$ cat config.mk
export PLATFORM = sky130hd
export DESIGN_NAME = rate_trigger_gen
export DESIGN_NICKNAME = d
export VERILOG_FILES = /design/src/rtl/rtg_pkg.sv /design/src/rtl/rtg_cfg_regs.sv /design/src/rtl/rtg_base_div.sv /design/src/rtl/rtg_sub_chan.sv /design/src/rtl/rate_trigger_gen.sv
export SDC_FILE = /design/constraint.sdc
export NUM_CORES = 1
export LEC_CHECK = 0
export BUFFER_PORTS_ARGS = -buffer_cell sky130_fd_sc_hd__buf_4
export CORE_MARGIN = 10
export CORE_UTILIZATION = 30
export CTS_BUF_LIST = sky130_fd_sc_hd__clkbuf_4 sky130_fd_sc_hd__clkbuf_8
export CTS_CLUSTER_SIZE = 10
export DETAILED_ROUTE_END_ITERATION = 8
export GPL_ROUTABILITY_DRIVEN = 0
export PLACE_DENSITY = 0.47
export SYNTH_ARGS = -nofsm -noshare
export SYNTH_HDL_FRONTEND = slang
export SYNTH_SLANG_ARGS = --single-unit
$ cat constraint.sdc
create_clock -name clk -period 3.17 [get_ports clk]
set_input_delay 0.634 -clock clk [delete_from_list [all_inputs] [get_ports clk]]
set_output_delay 0.634 -clock clk [all_outputs]
set_load 0.05 [all_outputs]
$ cat src/rtl/rtg_pkg.sv
// Package: shared register map constants for the multi-rate trigger generator.
// Assumes: the control register sits at the top address of the map.
package rtg_pkg;
    localparam int RTG_ADDR_BASE = 0;   // base divisor register
    localparam int RTG_ADDR_CH0  = 1;   // first channel multiplier, channels follow
    localparam int RTG_CTRL_EN   = 0;   // control bit: global enable
    localparam int RTG_CTRL_CH0  = 1;   // control bit: channel 0 output enable
endpackage

$ cat src/rtl/rtg_cfg_regs.sv
// Module: rtg_cfg_regs
// Holds the software-written values: the base divisor and channel multiplier
// holding registers, the global enable and the per-channel output enables.
// Assumes: NCH + 2 <= 2**ADDR_W and MULT_W, NCH + 1 <= DATA_W.
module rtg_cfg_regs
    import rtg_pkg::*;
#(
    parameter int ADDR_W = 3,
    parameter int DATA_W = 24,
    parameter int MULT_W = 16,
    parameter int NCH    = 4
) (
    input  logic                          clk,
    input  logic                          rst_n,
    input  logic                          cfg_we,
    input  logic [ADDR_W-1:0]             cfg_addr,
    input  logic [DATA_W-1:0]             cfg_wdata,
    output logic [DATA_W-1:0]             base_hold,
    output logic [NCH-1:0][MULT_W-1:0]    mult_hold,
    output logic                          en_q,
    output logic [NCH-1:0]                chen_q
);
    localparam logic [ADDR_W-1:0] CTRL_ADDR = '1;
    localparam logic [ADDR_W-1:0] BASE_ADDR = ADDR_W'(RTG_ADDR_BASE);

    // Purpose: decode a write and update the addressed holding register.
    always_ff @(posedge clk) begin
        if (!rst_n) begin
            base_hold <= '0;
            mult_hold <= '0;
            en_q      <= 1'b0;
            chen_q    <= '0;
        end else if (cfg_we) begin
            if (cfg_addr == BASE_ADDR) begin
                base_hold <= cfg_wdata;
            end
            if (cfg_addr == CTRL_ADDR) begin
                en_q   <= cfg_wdata[RTG_CTRL_EN];
                chen_q <= cfg_wdata[RTG_CTRL_CH0 +: NCH];
            end
            for (int k = 0; k < NCH; k++) begin
                if (cfg_addr == ADDR_W'(RTG_ADDR_CH0 + k)) begin
                    mult_hold[k] <= cfg_wdata[MULT_W-1:0];
                end
            end
        end
    end
endmodule

$ cat src/rtl/rtg_base_div.sv
// Module: rtg_base_div
// Divides the reference clock by the active base divisor and emits a
// registered one-cycle tick. It moves the held divisor into the active
// register at each period boundary, and continuously while idle.
// Assumes: run is low whenever the block is disabled or restarting.
module rtg_base_div #(
    parameter int BASE_W = 24
) (
    input  logic              clk,
    input  logic              rst_n,
    input  logic              run,
    input  logic [BASE_W-1:0] div_hold,
    output logic              tick,
    output logic              wrap,
    output logic              reload
);
    logic [BASE_W-1:0] div_act;
    logic [BASE_W-1:0] cnt;
    logic              last;

    // Purpose: flag the final cycle of a period (divisor 0 or 1 means every cycle).
    always_comb begin
        last = (div_act <= BASE_W'(1)) || (cnt == div_act - BASE_W'(1));
    end

    assign wrap   = run && last;
    assign reload = !run || last;

    // Purpose: advance the period counter and register the tick.
    always_ff @(posedge clk) begin
        if (!rst_n) begin
            cnt  <= '0;
            tick <= 1'b0;
        end else if (!run) begin
            cnt  <= '0;
            tick <= 1'b0;
        end else begin
            tick <= last;
            cnt  <= last ? '0 : cnt + BASE_W'(1);
        end
    end

    // Purpose: take the held divisor only at a period boundary or while idle.
    always_ff @(posedge clk) begin
        if (!rst_n) begin
            div_act <= '0;
        end else if (reload) begin
            div_act <= div_hold;
        end
    end

    AST_CNT_IN_RANGE: assert property (@(posedge clk) disable iff (!rst_n)
        (div_act > BASE_W'(1)) |-> (cnt < div_act));
    AST_TICK_SPACING: assert property (@(posedge clk) disable iff (!rst_n)
        tick |=> (!tick || ($past(div_act) <= BASE_W'(1))));
    AST_DIV_HELD: assert property (@(posedge clk) disable iff (!rst_n)
        (run && !last) |=> $stable(div_act));
endmodule

$ cat src/rtl/rtg_sub_chan.sv
// Module: rtg_sub_chan
// One secondary channel: counts base-period boundaries and fires on every
// M-th one, in the same cycle as the base tick. The count keeps running
// when the output is masked, so the channel stays in phase.
// Assumes: wrap and reload come from the base divider of the same block.
module rtg_sub_chan #(
    parameter int MULT_W = 16
) (
    input  logic              clk,
    input  logic              rst_n,
    input  logic              run,
    input  logic              wrap,
    input  logic              reload,
    input  logic              base_tick,
    input  logic              out_en,
    input  logic [MULT_W-1:0] mult_hold,
    output logic              strobe
);
    logic [MULT_W-1:0] mult_act;
    logic [MULT_W-1:0] cnt;
    logic              last;

    // Purpose: final base period of this channel's cycle (>= covers a lowered multiplier).
    always_comb begin
        last = (mult_act <= MULT_W'(1)) || (cnt >= mult_act - MULT_W'(1));
    end

    // Purpose: count base boundaries and register the masked strobe.
    always_ff @(posedge clk) begin
        if (!rst_n) begin
            cnt    <= '0;
            strobe <= 1'b0;
        end else if (!run) begin
            cnt    <= '0;
            strobe <= 1'b0;
        end else if (wrap) begin
            strobe <= last && out_en;
            cnt    <= last ? '0 : cnt + MULT_W'(1);
        end else begin
            strobe <= 1'b0;
        end
    end

    // Purpose: move the held multiplier in at base boundaries or while idle.
    always_ff @(posedge clk) begin
        if (!rst_n) begin
            mult_act <= '0;
        end else if (reload) begin
            mult_act <= mult_hold;
        end
    end

    AST_SUB_ALIGNED: assert property (@(posedge clk) disable iff (!rst_n)
        strobe |-> base_tick);
    AST_SUB_MASKED: assert property (@(posedge clk) disable iff (!rst_n)
        !out_en |=> !strobe);
endmodule

$ cat src/rtl/rate_trigger_gen.sv
// Module: rate_trigger_gen
// Top level: register port, base divider and a generated set of secondary
// channels cascaded from the base boundary. sync_in or a cleared enable
// holds every counter at zero.
// Assumes: a single clock; sync_in is synchronous to clk.
module rate_trigger_gen #(
    parameter int ADDR_W = 3,
    parameter int BASE_W = 24,
    parameter int MULT_W = 16,
    parameter int NCH    = 4
) (
    input  logic              clk,
    input  logic              rst_n,
    input  logic              cfg_we,
    input  logic [ADDR_W-1:0] cfg_addr,
    input  logic [BASE_W-1:0] cfg_wdata,
    input  logic              sync_in,
    output logic              trig_base,
    output logic              seq_start,
    output logic [NCH-1:0]    trig_sub
);
    logic [BASE_W-1:0]          base_hold;
    logic [NCH-1:0][MULT_W-1:0] mult_hold;
    logic                       en_q;
    logic [NCH-1:0]             chen_q;
    logic                       run;
    logic                       tick;
    logic                       wrap;
    logic                       reload;

    rtg_cfg_regs #(
        .ADDR_W (ADDR_W),
        .DATA_W (BASE_W),
        .MULT_W (MULT_W),
        .NCH    (NCH)
    ) u_cfg (
        .clk       (clk),
        .rst_n     (rst_n),
        .cfg_we    (cfg_we),
        .cfg_addr  (cfg_addr),
        .cfg_wdata (cfg_wdata),
        .base_hold (base_hold),
        .mult_hold (mult_hold),
        .en_q      (en_q),
        .chen_q    (chen_q)
    );

    // Purpose: counters advance only when enabled and not restarting.
    always_comb begin
        run = en_q && !sync_in;
    end

    rtg_base_div #(
        .BASE_W (BASE_W)
    ) u_base (
        .clk      (clk),
        .rst_n    (rst_n),
        .run      (run),
        .div_hold (base_hold),
        .tick     (tick),
        .wrap     (wrap),
        .reload   (reload)
    );

    for (genvar k = 0; k < NCH; k++) begin : g_chan
        rtg_sub_chan #(
            .MULT_W (MULT_W)
        ) u_chan (
            .clk       (clk),
            .rst_n     (rst_n),
            .run       (run),
            .wrap      (wrap),
            .reload    (reload),
            .base_tick (tick),
            .out_en    (chen_q[k]),
            .mult_hold (mult_hold[k]),
            .strobe    (trig_sub[k])
        );
    end

    assign trig_base = tick;
    assign seq_start = tick;

    AST_SYNC_QUIET: assert property (@(posedge clk) disable iff (!rst_n)
        sync_in |=> (!trig_base && (trig_sub == '0)));
    AST_DISABLED_QUIET: assert property (@(posedge clk) disable iff (!rst_n)
        !en_q |=> (!trig_base && (trig_sub == '0)));
endmodule

==> Yosys cells after proc, flatten, opt, wreduce, memory -nomap -nowiden <==
Cells that the tools add are included.
{ "totals": {"output_inout_bits": 6, "register_bits": 274} }
{ "op_classes": {"reduce_logical": 24, "order_cmp": 9, "add_sub_neg": 10, "eq_ne": 6, "muxes": 4, "bitwise_logic": 2} }
{ "ops": {"columns": ["op", "count"], "rows": [
  ["$add A16 B1 Y16 const B", 4],
  ["$ge A16 B16 Y1", 4],
  ["$le A16 B1 Y1 const B", 4],
  ["$mux W16", 4],
  ["$sub A16 B1 Y16 const B", 4],
  ["$add A24 B1 Y24 const B", 1],
  ["$eq A24 B24 Y1", 1],
  ["$le A24 B1 Y1 const B", 1],
  ["$sub A24 B1 Y24 const B", 1],
  ["$reduce_and A2 Y1", 7],
  ["$eq A3 B2 Y1 const B", 2],
  ["$eq A3 B3 Y1 const B", 2],
  ["$logic_and A1 B1 Y1", 6],
  ["$logic_or A1 B1 Y1", 6],
  ["$eq A3 B1 Y1 const B", 1],
  ["$logic_not A3 Y1", 1],
  ["$reduce_and A3 Y1", 1],
  ["$reduce_or A3 Y1", 1],
  ["$logic_not A1 Y1", 2],
  ["$not A1 Y1", 2]
]} }

==> Longest topological paths before layout <==
Gate-level depths: netlist of run 1.
{ "depth": {"ltp_word": 5, "mapped_depth": 15} }

==> By module <==
From an unflattened synthesis of run 1, not the netlist that was laid out.
{ "unflattened": {"cells_unflattened": 1581, "area_unflattened_um2": 14624.0} }
{ "by_module_without_submodules": {"columns": ["module", "area_per_inst_um2", "instances", "cells_each"], "rows": [
  ["rtg_sub_chan at g_chan[1].u_chan ...", 2016.9, 3, 221],
  ["rtg_cfg_regs", 3473.3, 1, 333],
  ["rtg_base_div", 3046.7, 1, 360],
  ["rtg_sub_chan at g_chan[0].u_chan", 2031.9, 1, 223],
  ["rate_trigger_gen", 21.3, 1, 2]
]} }

==> Worst setup path after synthesis of run 1 <==
Ideal clock, no wire load.
{ "synth_timing": {"kind": "reg-to-reg", "from": "register g_chan[3].u_chan.mult_act[2]", "to": "register g_chan[3].u_chan.cnt[11]", "path_buffers": 1, "stages_incl_launch_ff": 15, "period_less_slack_ns": 3.447, "arrival_ns": 3.361, "setup_slack_ns": -0.277, "setup_ns": 0.086, "path_cell_list": "dfxtp_1 nor2_1 nand2_1 nor4_1 nand2_1 xor2_1 ha_1 a21o_1 a21oi_1 nor2b_1 a211o_1 a2111oi_0 nor3_2 buf_2 a211oi_1"} }
{ "synth_between": {"elab_chain_cells": 4} }
{ "synth_lines": {"columns": ["item", "line_no", "rtl"], "rows": [
  ["start, declared", "rtg_sub_chan.sv:19", "logic [MULT_W-1:0] mult_act;"],
  ["start signal, assigned", "rtg_sub_chan.sv:49", "mult_act <= mult_hold;"],
  ["$sub A16 B1 Y16", "rtg_sub_chan.sv:25", "last = (mult_act <= MULT_W'(1)) || (cnt >= mult_act - MULT_W'(1));"],
  ["$ge A16 B16 Y1", "rtg_sub_chan.sv:25", null],
  ["$logic_or A1 B1 Y1 (*)", "rtg_sub_chan.sv:25", null],
  ["$mux W16 (*)", "rtg_sub_chan.sv:38", "cnt <= last ? '0 : cnt + MULT_W'(1);"],
  ["end signal, assigned", "rtg_sub_chan.sv:38", null],
  ["end, declared", "rtg_sub_chan.sv:20", "logic [MULT_W-1:0] cnt;"]
]} }
Every way passes the cells marked *; elsewhere a longest branch is shown, timed or not.
A chain may end at the register's enable or synchronous reset.

==> Worst setup path after layout of run 1 <==
{ "layout_timing": {"from": "register u_base.div_act[0]", "to": "register g_chan[3].u_chan.cnt[10]"} }
{ "layout_between": {"elab_chain_cells": 4} }
{ "layout_lines": {"columns": ["item", "line_no", "rtl"], "rows": [
  ["start, declared", "rtg_base_div.sv:17", "logic [BASE_W-1:0] div_act;"],
  ["start signal, assigned", "rtg_base_div.sv:48", "div_act <= div_hold;"],
  ["$sub A24 B1 Y24", "rtg_base_div.sv:23", "last = (div_act <= BASE_W'(1)) || (cnt == div_act - BASE_W'(1));"],
  ["$eq A24 B24 Y1", "rtg_base_div.sv:23", null],
  ["$logic_or A1 B1 Y1 (*)", "rtg_base_div.sv:23", null],
  ["$logic_and A1 B1 Y1 (*)", "rtg_base_div.sv:26", "assign wrap = run && last;"]
]} }
Marked as above.

==> impl_metrics.csv, run 1 <==
group,metric,value,unit
worst_setup_path,max_stage_delay,550,ps
synth,yosysSeqAreaShare,0.383,
timing,rsz0062_at_grt,"yes",
synth,synth_edf_count,0,
clock_network,cts-hold-fix-buffers,0,
power,vdd_drop_max,0.000271,V
synth,synth_xor_area_frac,0.0657,
layout,layout.nets,2045,
grt,antenna_found_initial,0,
floorplan,core-area,46900,um2
clock_network,cts_sinks,274,
layout,layout_common_cells,"dfxtp_1, nand2_1, a21oi_1",
route,routed_wl,46.8,mm
power,p_leak,0.00698,uW
synth,async_flop_share,0,
grt,grt_use_met1,0.205,
timing,tns,-498,ps
timing,hold_violations,0,
worst_setup_path,crit_path_top_delay_cell,"o41a_4",
layout,fillers,4909,
clock_network,ctsHtreeMaxLevel,2,
worst_setup_path,worstPathRequired,3710,ps
worst_setup_path,crit_fanout,7,
synth,synthSimpleGateAreaFrac,0.251,
timing,drv_slew,0,
floorplan,die_area,56800,um2
grt,grtUsageMet3,0.0225,
flow_run,cap_viol_max_count,0,
floorplan,start_util,0.305,
route,vias,13431,
synth,synthAdderAreaFrac,0.0698,
synth,ys.flop_type,"dfxtp_1",
place,dpl.hpwl,30.2,mm
clock_network,worstSkewPairLatency,650,ps
route,viasPerCell,5.21,
power,p_per_area,471,nW/um2
synth,syn_inst,1795,
clock_network,cts_buffer_depth,3,
synth,synth_area,14300,um2
grt,grt_pass1_vias,12832,
worst_setup_path,cp.arrival,3770,ps
floorplan,die_h,238,um
route,first_pass_iters,5,
hold_path,min_path_type,"in2reg",
synth,synth_mux_area_frac,0.00350,
grt,grt_max_degree,182,
timing,fin_crit,3240,ps
timing,finalCritPeriodShare,1.02,
grt,busiest_layer,"met2",
floorplan,num_io_pins,37,
layout,final_common_cell,"dfxtp_1",
clock_network,tritoncts,"built",
worst_setup_path,crit_chain,"inv_2 -> ha_4 -> nor3b_4 -> nand4_1 -> or3_1 -> a32oi_1 -> a21oi_2 -> o41a_4 -> buf_12 -> or4_4 -> a211oi_2",
layout,area_growth,27.7,%
worst_setup_path,path_buf_inv,2,
synth,synth_seq_cells,274,
synth,syn_nets,1905,
power,fin_total_pwr,8600,uW
route,drc,0,
status,violations,"negative setup slack",
worst_setup_path,startpoint_type,"flop",
worst_setup_path,cp-end-kind,"flop",
layout,drive_gt1_frac,0.220,
route,drt_iter0_drc,875,
synth,synth_top_family_by_area,"simple AND/OR/NAND/NOR gates",
floorplan,die_w,238,um
synth,synth_cell_types,68,
route,ant_nets,0,
timing,tightest_slew,949,ps
power,pwr-share-clk,0.430,
power,netSwitchingPower,2430,uW
floorplan,rows,79,
worst_setup_path,cpLargestDelayFamily,"simple AND/OR/NAND/NOR gates",
synth,syn_avg_cell_area,7.97,um2
layout,n_antenna_cell,0,
timing,finalSetupViolCount,18,
clock_network,root_buffer,"clkbuf_8",
grt,grt_first_pass_wirelength,71.2,mm
synth,synth-compound-area-share,0.187,
timing,fmax,0.309,GHz
status,status,"finished with violations",
grt,overflow,0,
timing,fin_skew,36.5,ps
clock_network,cts_made_buffers,51,
power,power_frac_seq,0.408,
power,p_comb_frac,0.161,
power,p_int,6170,uW
grt,globalRouteTotalUtil,0.154,
power,switching_share,0.282,
synth,yosys_warnings,0,
worst_setup_path,crit_type,"reg2reg",
clock_network,clk_pin_slew_worst_paths,60,ps
grt,use_met2,0.252,
timing,worst_slack,-65.2,ps
place,io_buffers,36,
timing,relSlewSlack,0.366,
route,routedWlPerCell,18.1,um
## power by group through the flow
| stage | clock network [uW] | registers, uW | logic, uW |
|---|---|---|---|
| 2_1_floorplan | 0 | 3580 | 571 |
| 3_3_place_gp | 0 | 3580 | 1070 |
| 3_5_place_dp | 0 | 3590 | 1080 |
| 4_1_cts | 3810 | 3510 | 1130 |
| 5_1_grt | 3950 | 3520 | 1490 |
| 6_report | 3700 | 3510 | 1390 |
## cells by family (layout without fill, tap and decap cells)
logic type	Yosys count	count (layout)
xor+xnor	104	104
fa+ha+maj	80	80
buf+inv	142	319
compound gates	479	479
mux	5	5
simple gates	711	711
flops	274	274
## metrics by stage
stage	setup slack [ps]	instance area, um2	cells	util	hold WS, ps
finish	-65.2	18300	2579	0.390	242
floorplan	6.24	14300	1795	-	433
global placement	-123	16100	2455	0.343	439
detailed placement	-197	16100	2455	0.343	443
CTS	-0.245	17300	2548	0.370	188
global route	-159	18300	2579	0.390	228
## worst register-to-register path: stages, from the launching register on
cell and delay, ps:
dfxtp_2 330, inv_2 70, ha_4 140, nor3b_4 290, nand4_1 180, or3_1 340, a32oi_1 230, a21oi_2 120
o41a_4 560, buf_12 170, or4_4 520, a211oi_2 220
## what timing repair did
action                                  CTS  global route
gates resized for setup                  40           138
gates cloned                              1             8
pin swaps                                 9            64
setup buffers                             2            23
endpoints found under the setup margin  106           162
## synth_stat cells (3+ instances only)
library cell	n	area, um2
a21oi_1	241	1210
or3_1	40	250
xor2_1	38	333
o2111ai_1	3	26.3
and2_1	5	31.3
mux2i_1	5	50.1
o21a_1	4	30.0
or2_2	3	18.8
buf_2	7	35.0
or4_1	27	203
a31oi_1	4	25.0
a21o_1	23	173
o21ai_0	140	701
and4_1	3	26.3
nor3_2	3	30.0
nor3b_1	6	45.0
nand3_1	133	666
clkbuf_1	91	342
buf_1	10	37.5
nor2b_1	11	68.8
nand2b_1	10	62.6
and3_1	31	194
a211oi_1	16	120
dfxtp_1	274	5490
xnor2_1	64	561
nor2_1	75	282
ha_1	79	988
o31ai_1	19	143
o211ai_1	6	45.0
nand3b_1	4	30.0
nor3_1	31	155
nand2_1	249	935
nand4_1	36	225
inv_1	28	105
buf_4	5	37.5
nand4b_1	3	26.3
nor4_1	26	163
nor4b_1	3	26.3
## layer usage
metal  wire length [um]  vias up
met5                  0        -
met2              21500      230
met1              22300     6400
met4               1200        0
met3               1720       76
li1                   -     6725
## layout make-up
type | instances | area [um2] | area share
Clock inverter | 10 | 115 | 0.00630
Sequential cell | 274 | 5490 | 0.301
Timing Repair Buffer | 201 | 1860 | 0.102
Clock buffer | 80 | 970 | 0.0531
Inverter | 28 | 108 | 0.00589
Multi-Input combinational cell | 1379 | 8960 | 0.491
Tap cell | 607 | 759 | 0.0416
## worst paths after layout
kind	from	endpoint	slack (ps)	cells after the start
min	cfg_wdata[22]	u_cfg.base_hold[22]	240	3
max	u_base.div_act[0]	g_chan[3].u_chan.cnt[10]	-70	11
min reg2reg	u_cfg.mult_hold[4]	u_cfg.mult_hold[4]	450	2
max reg2reg	u_base.div_act[0]	g_chan[3].u_chan.cnt[10]	-70	11
## flip-flops by register name (all words and copies together), names as in the netlist
signal / count
u_cfg.base_hold: 24
g_chan.u_chan.cnt: 64
u_base.cnt: 24
u_cfg.mult_hold: 64
g_chan.u_chan.mult_act: 64
g_chan.u_chan.strobe: 4
u_base.div_act: 24
u_cfg.chen_q: 4
u_base.tick: 1
u_cfg.en_q: 1
Note: power is estimated with default switching activity, not from simulation.
==> run 2: changes to the inputs <==
- CORE_ASPECT_RATIO: not set -> 1.75
- PLACE_DENSITY: 0.47 -> 0.49
==> run 2 against run 1 <==
Effect of this change: the run still ends with negative setup slack left; clock-buffer cell count is 9 lower; clock power is 11% lower; fmax shrank 1.2%; routed wire length increased by 2.8%; critical path type unchanged.
==> impl_metrics.csv, run 2 (synthesis results as in run 1) <==
group,metric,value,unit
grt,grt_first_pass_wirelength,72.5,mm
place,dpl.hpwl,31.5,mm
timing,fmax,0.305,GHz
power,power_frac_seq,0.417,
power,p_comb_frac,0.194,
route,first_pass_iters,7,
worst_setup_path,r2r-start,"u_base.div_act[7]",
hold_path,min_path_cells,3,
floorplan,core-area,47000,um2
clock_network,cts_sinks,274,
hold_path,hp-start,"cfg_wdata[19]",
grt,grt_pass1_vias,13723,
worst_setup_path,max_stage_delay,570,ps
timing,fin_skew,26.5,ps
worst_setup_path,crit_type,"reg2reg",
worst_setup_path,crit_path_top_delay_cell,"o41a_4",
status,violations,"negative setup slack",
power,switching_share,0.286,
route,viasPerCell,5.29,
route,drt_iter0_drc,490,
clock_network,tritoncts,"built",
route,ant_nets,0,
layout,finish.utilization,0.405,
power,pwr-share-clk,0.389,
route,wl_met1,18.0,mm
power,netSwitchingPower,2410,uW
clock_network,clk_pin_slew_worst_paths,60,ps
power,p_per_area,442,nW/um2
place,place_area,16200,um2
route,drc,0,
route,highest_layer,"met4",
layout,area_growth,33.0,%
timing,rsz0062_at_grt,"yes",
grt,globalRouteTotalUtil,0.159,
floorplan,die_area,57200,um2
worst_setup_path,reg2reg_to,"g_chan[3].u_chan.cnt[15]",
timing,hold_violations,0,
route,vias,13740,
clock_network,cts_buffer_depth,3,
timing,finalSetupViolCount,54,
route,routedWlPerCell,18.5,um
flow_run,cap_viol_max_count,0,
worst_setup_path,startpoint_type,"flop",
worst_setup_path,crit_chain,"nor4_4 -> nand4_1 -> or3_1 -> a32oi_2 -> a21oi_2 -> buf_6 -> o41a_4 -> buf_12 -> buf_16 -> or3_4 -> a211oi_2",
timing,worst_slack,-104,ps
clock_network,cts-hold-fix-buffers,0,
worst_setup_path,r2r_cells,11,
floorplan,start_util,0.304,
layout,fin_cells,2597,
grt,antenna_found_initial,1,
layout,layout_common_cells,"dfxtp_1, nand2_1, a21oi_1",
layout,layout.nets,2088,
timing,fin_crit,3270,ps
route,met2RoutedLength,27.3,mm
status,status,"finished with violations",
worst_setup_path,r2r_slack,-100,ps
timing,drv_slew,0,
worst_setup_path,cp-end-kind,"flop",
clock_network,cts_made_buffers,44,
hold_path,min_path_type,"in2reg",
place,dp.cells,2469,
timing,finalCritPeriodShare,1.03,
layout,final_common_cell,"dfxtp_1",
floorplan,die_h,309,um
place,io_buffers,36,
route,wl_met3,1.26,mm
timing,holdWs,290,ps
worst_setup_path,crit_fanout,6,
hold_path,hold_path_end,"u_cfg.base_hold[19]",
worst_setup_path,worstPathRequired,3670,ps
floorplan,rows,105,
timing,relSlewSlack,0.435,
timing,tightest_slew,847,ps
clock_network,ctsHtreeMaxLevel,2,
power,p_leak,0.00727,uW
layout,fillers,4816,
floorplan,num_io_pins,37,
clock_network,root_buffer,"clkbuf_8",
grt,grt_max_degree,182,
grt,overflow,0,
route,routed_wl,48.1,mm
power,p_int,6010,uW
clock_network,worstSkewPairLatency,600,ps
layout,drive_gt1_frac,0.264,
layout,top_regs,"g_chan.u_chan.cnt: 64 flops, g_chan.u_chan.mult_act: 64 flops, u_cfg.mult_hold: 64 flops",
power,vdd_drop_max,0.000277,V
floorplan,die_w,185,um
layout,fin_area,19000,um2
worst_setup_path,cp.arrival,3770,ps
[run 2: cell count changes in the layout (fill, tap and decap cells not counted), sizes merged]
cell	previous run	this run
buf	195	242
bufbuf	0	2
bufinv	2	0
clkbuf	86	78
clkinv	5	3
clkinvlp	1	2
diode	0	1
inv	30	28
[run 2: layout make-up]
type	count	area [um2]	area share
tap	588	736	0.0387
antenna	1	2.50	0.000132
inverter	28	108	0.00565
timing repair buffer	251	2460	0.129
clock inverter	5	30.0	0.00158
clock buffer	71	896	0.0471
multi-input combinational	1379	9300	0.489
sequential	274	5500	0.289
[run 2: power by group through the flow]
stage	clock network, uW	logic [uW]	registers (uW)
after floorplan	0	571	3580
after global placement	0	1050	3580
after detailed placement	0	1070	3580
after CTS	3370	1380	3510
after global routing	3490	1730	3510
final	3280	1630	3510
[run 2: how the worst max path moves through the flow]
stage               slack (ps)  cells past startpoint               start                        to
global placement          -260                      8   u_base.div_act[0]   g_chan[3].u_chan.cnt[9]
CTS                        -90                     10  u_base.div_act[15]  g_chan[0].u_chan.cnt[12]
floorplan                    6                     11   u_base.div_act[0]  g_chan[2].u_chan.cnt[15]
global route              -240                     13   u_base.div_act[0]  g_chan[3].u_chan.cnt[15]
detailed placement        -330                      8   u_base.div_act[0]  g_chan[3].u_chan.cnt[13]
finish                    -100                     11   u_base.div_act[7]  g_chan[3].u_chan.cnt[15]
[run 2: per-layer routing]
metal	GRT usage	up-vias
met4	0.0596	0
met3	0.0190	84
met2	0.317	199
met5	0	-
li1	-	6827
met1	0.161	6630
[run 2: repair_timing]
action / CTS / global route
resized for setup: 102 / 223
buffers inserted: 25 / 11
endpoints found under the hold margin: 0 / 0
pin swaps: 119 / 93
cloned: 7 / 9
endpoints found under the setup margin: 115 / 181
[run 2: critical path: cells and delay by family, from the launching register on]
family	cells	cell delay, ps
AO/OA/AOI/OAI	4	1010
flip-flops	1	360
buffers and inverters	3	460
AND/OR/NAND/NOR	4	1330
[run 2: metrics by stage]
| stage | power, uW | setup TNS [ps] | setup slack [ps] |
|---|---|---|---|
| floorplan | 4150 | 0 | 6.24 |
| global placement | 4640 | -6740 | -265 |
| detailed placement | 4650 | -9950 | -334 |
| CTS | 8260 | -1530 | -90.3 |
| global route | 8740 | -22090 | -240 |
| finish | 8420 | -1670 | -104 |
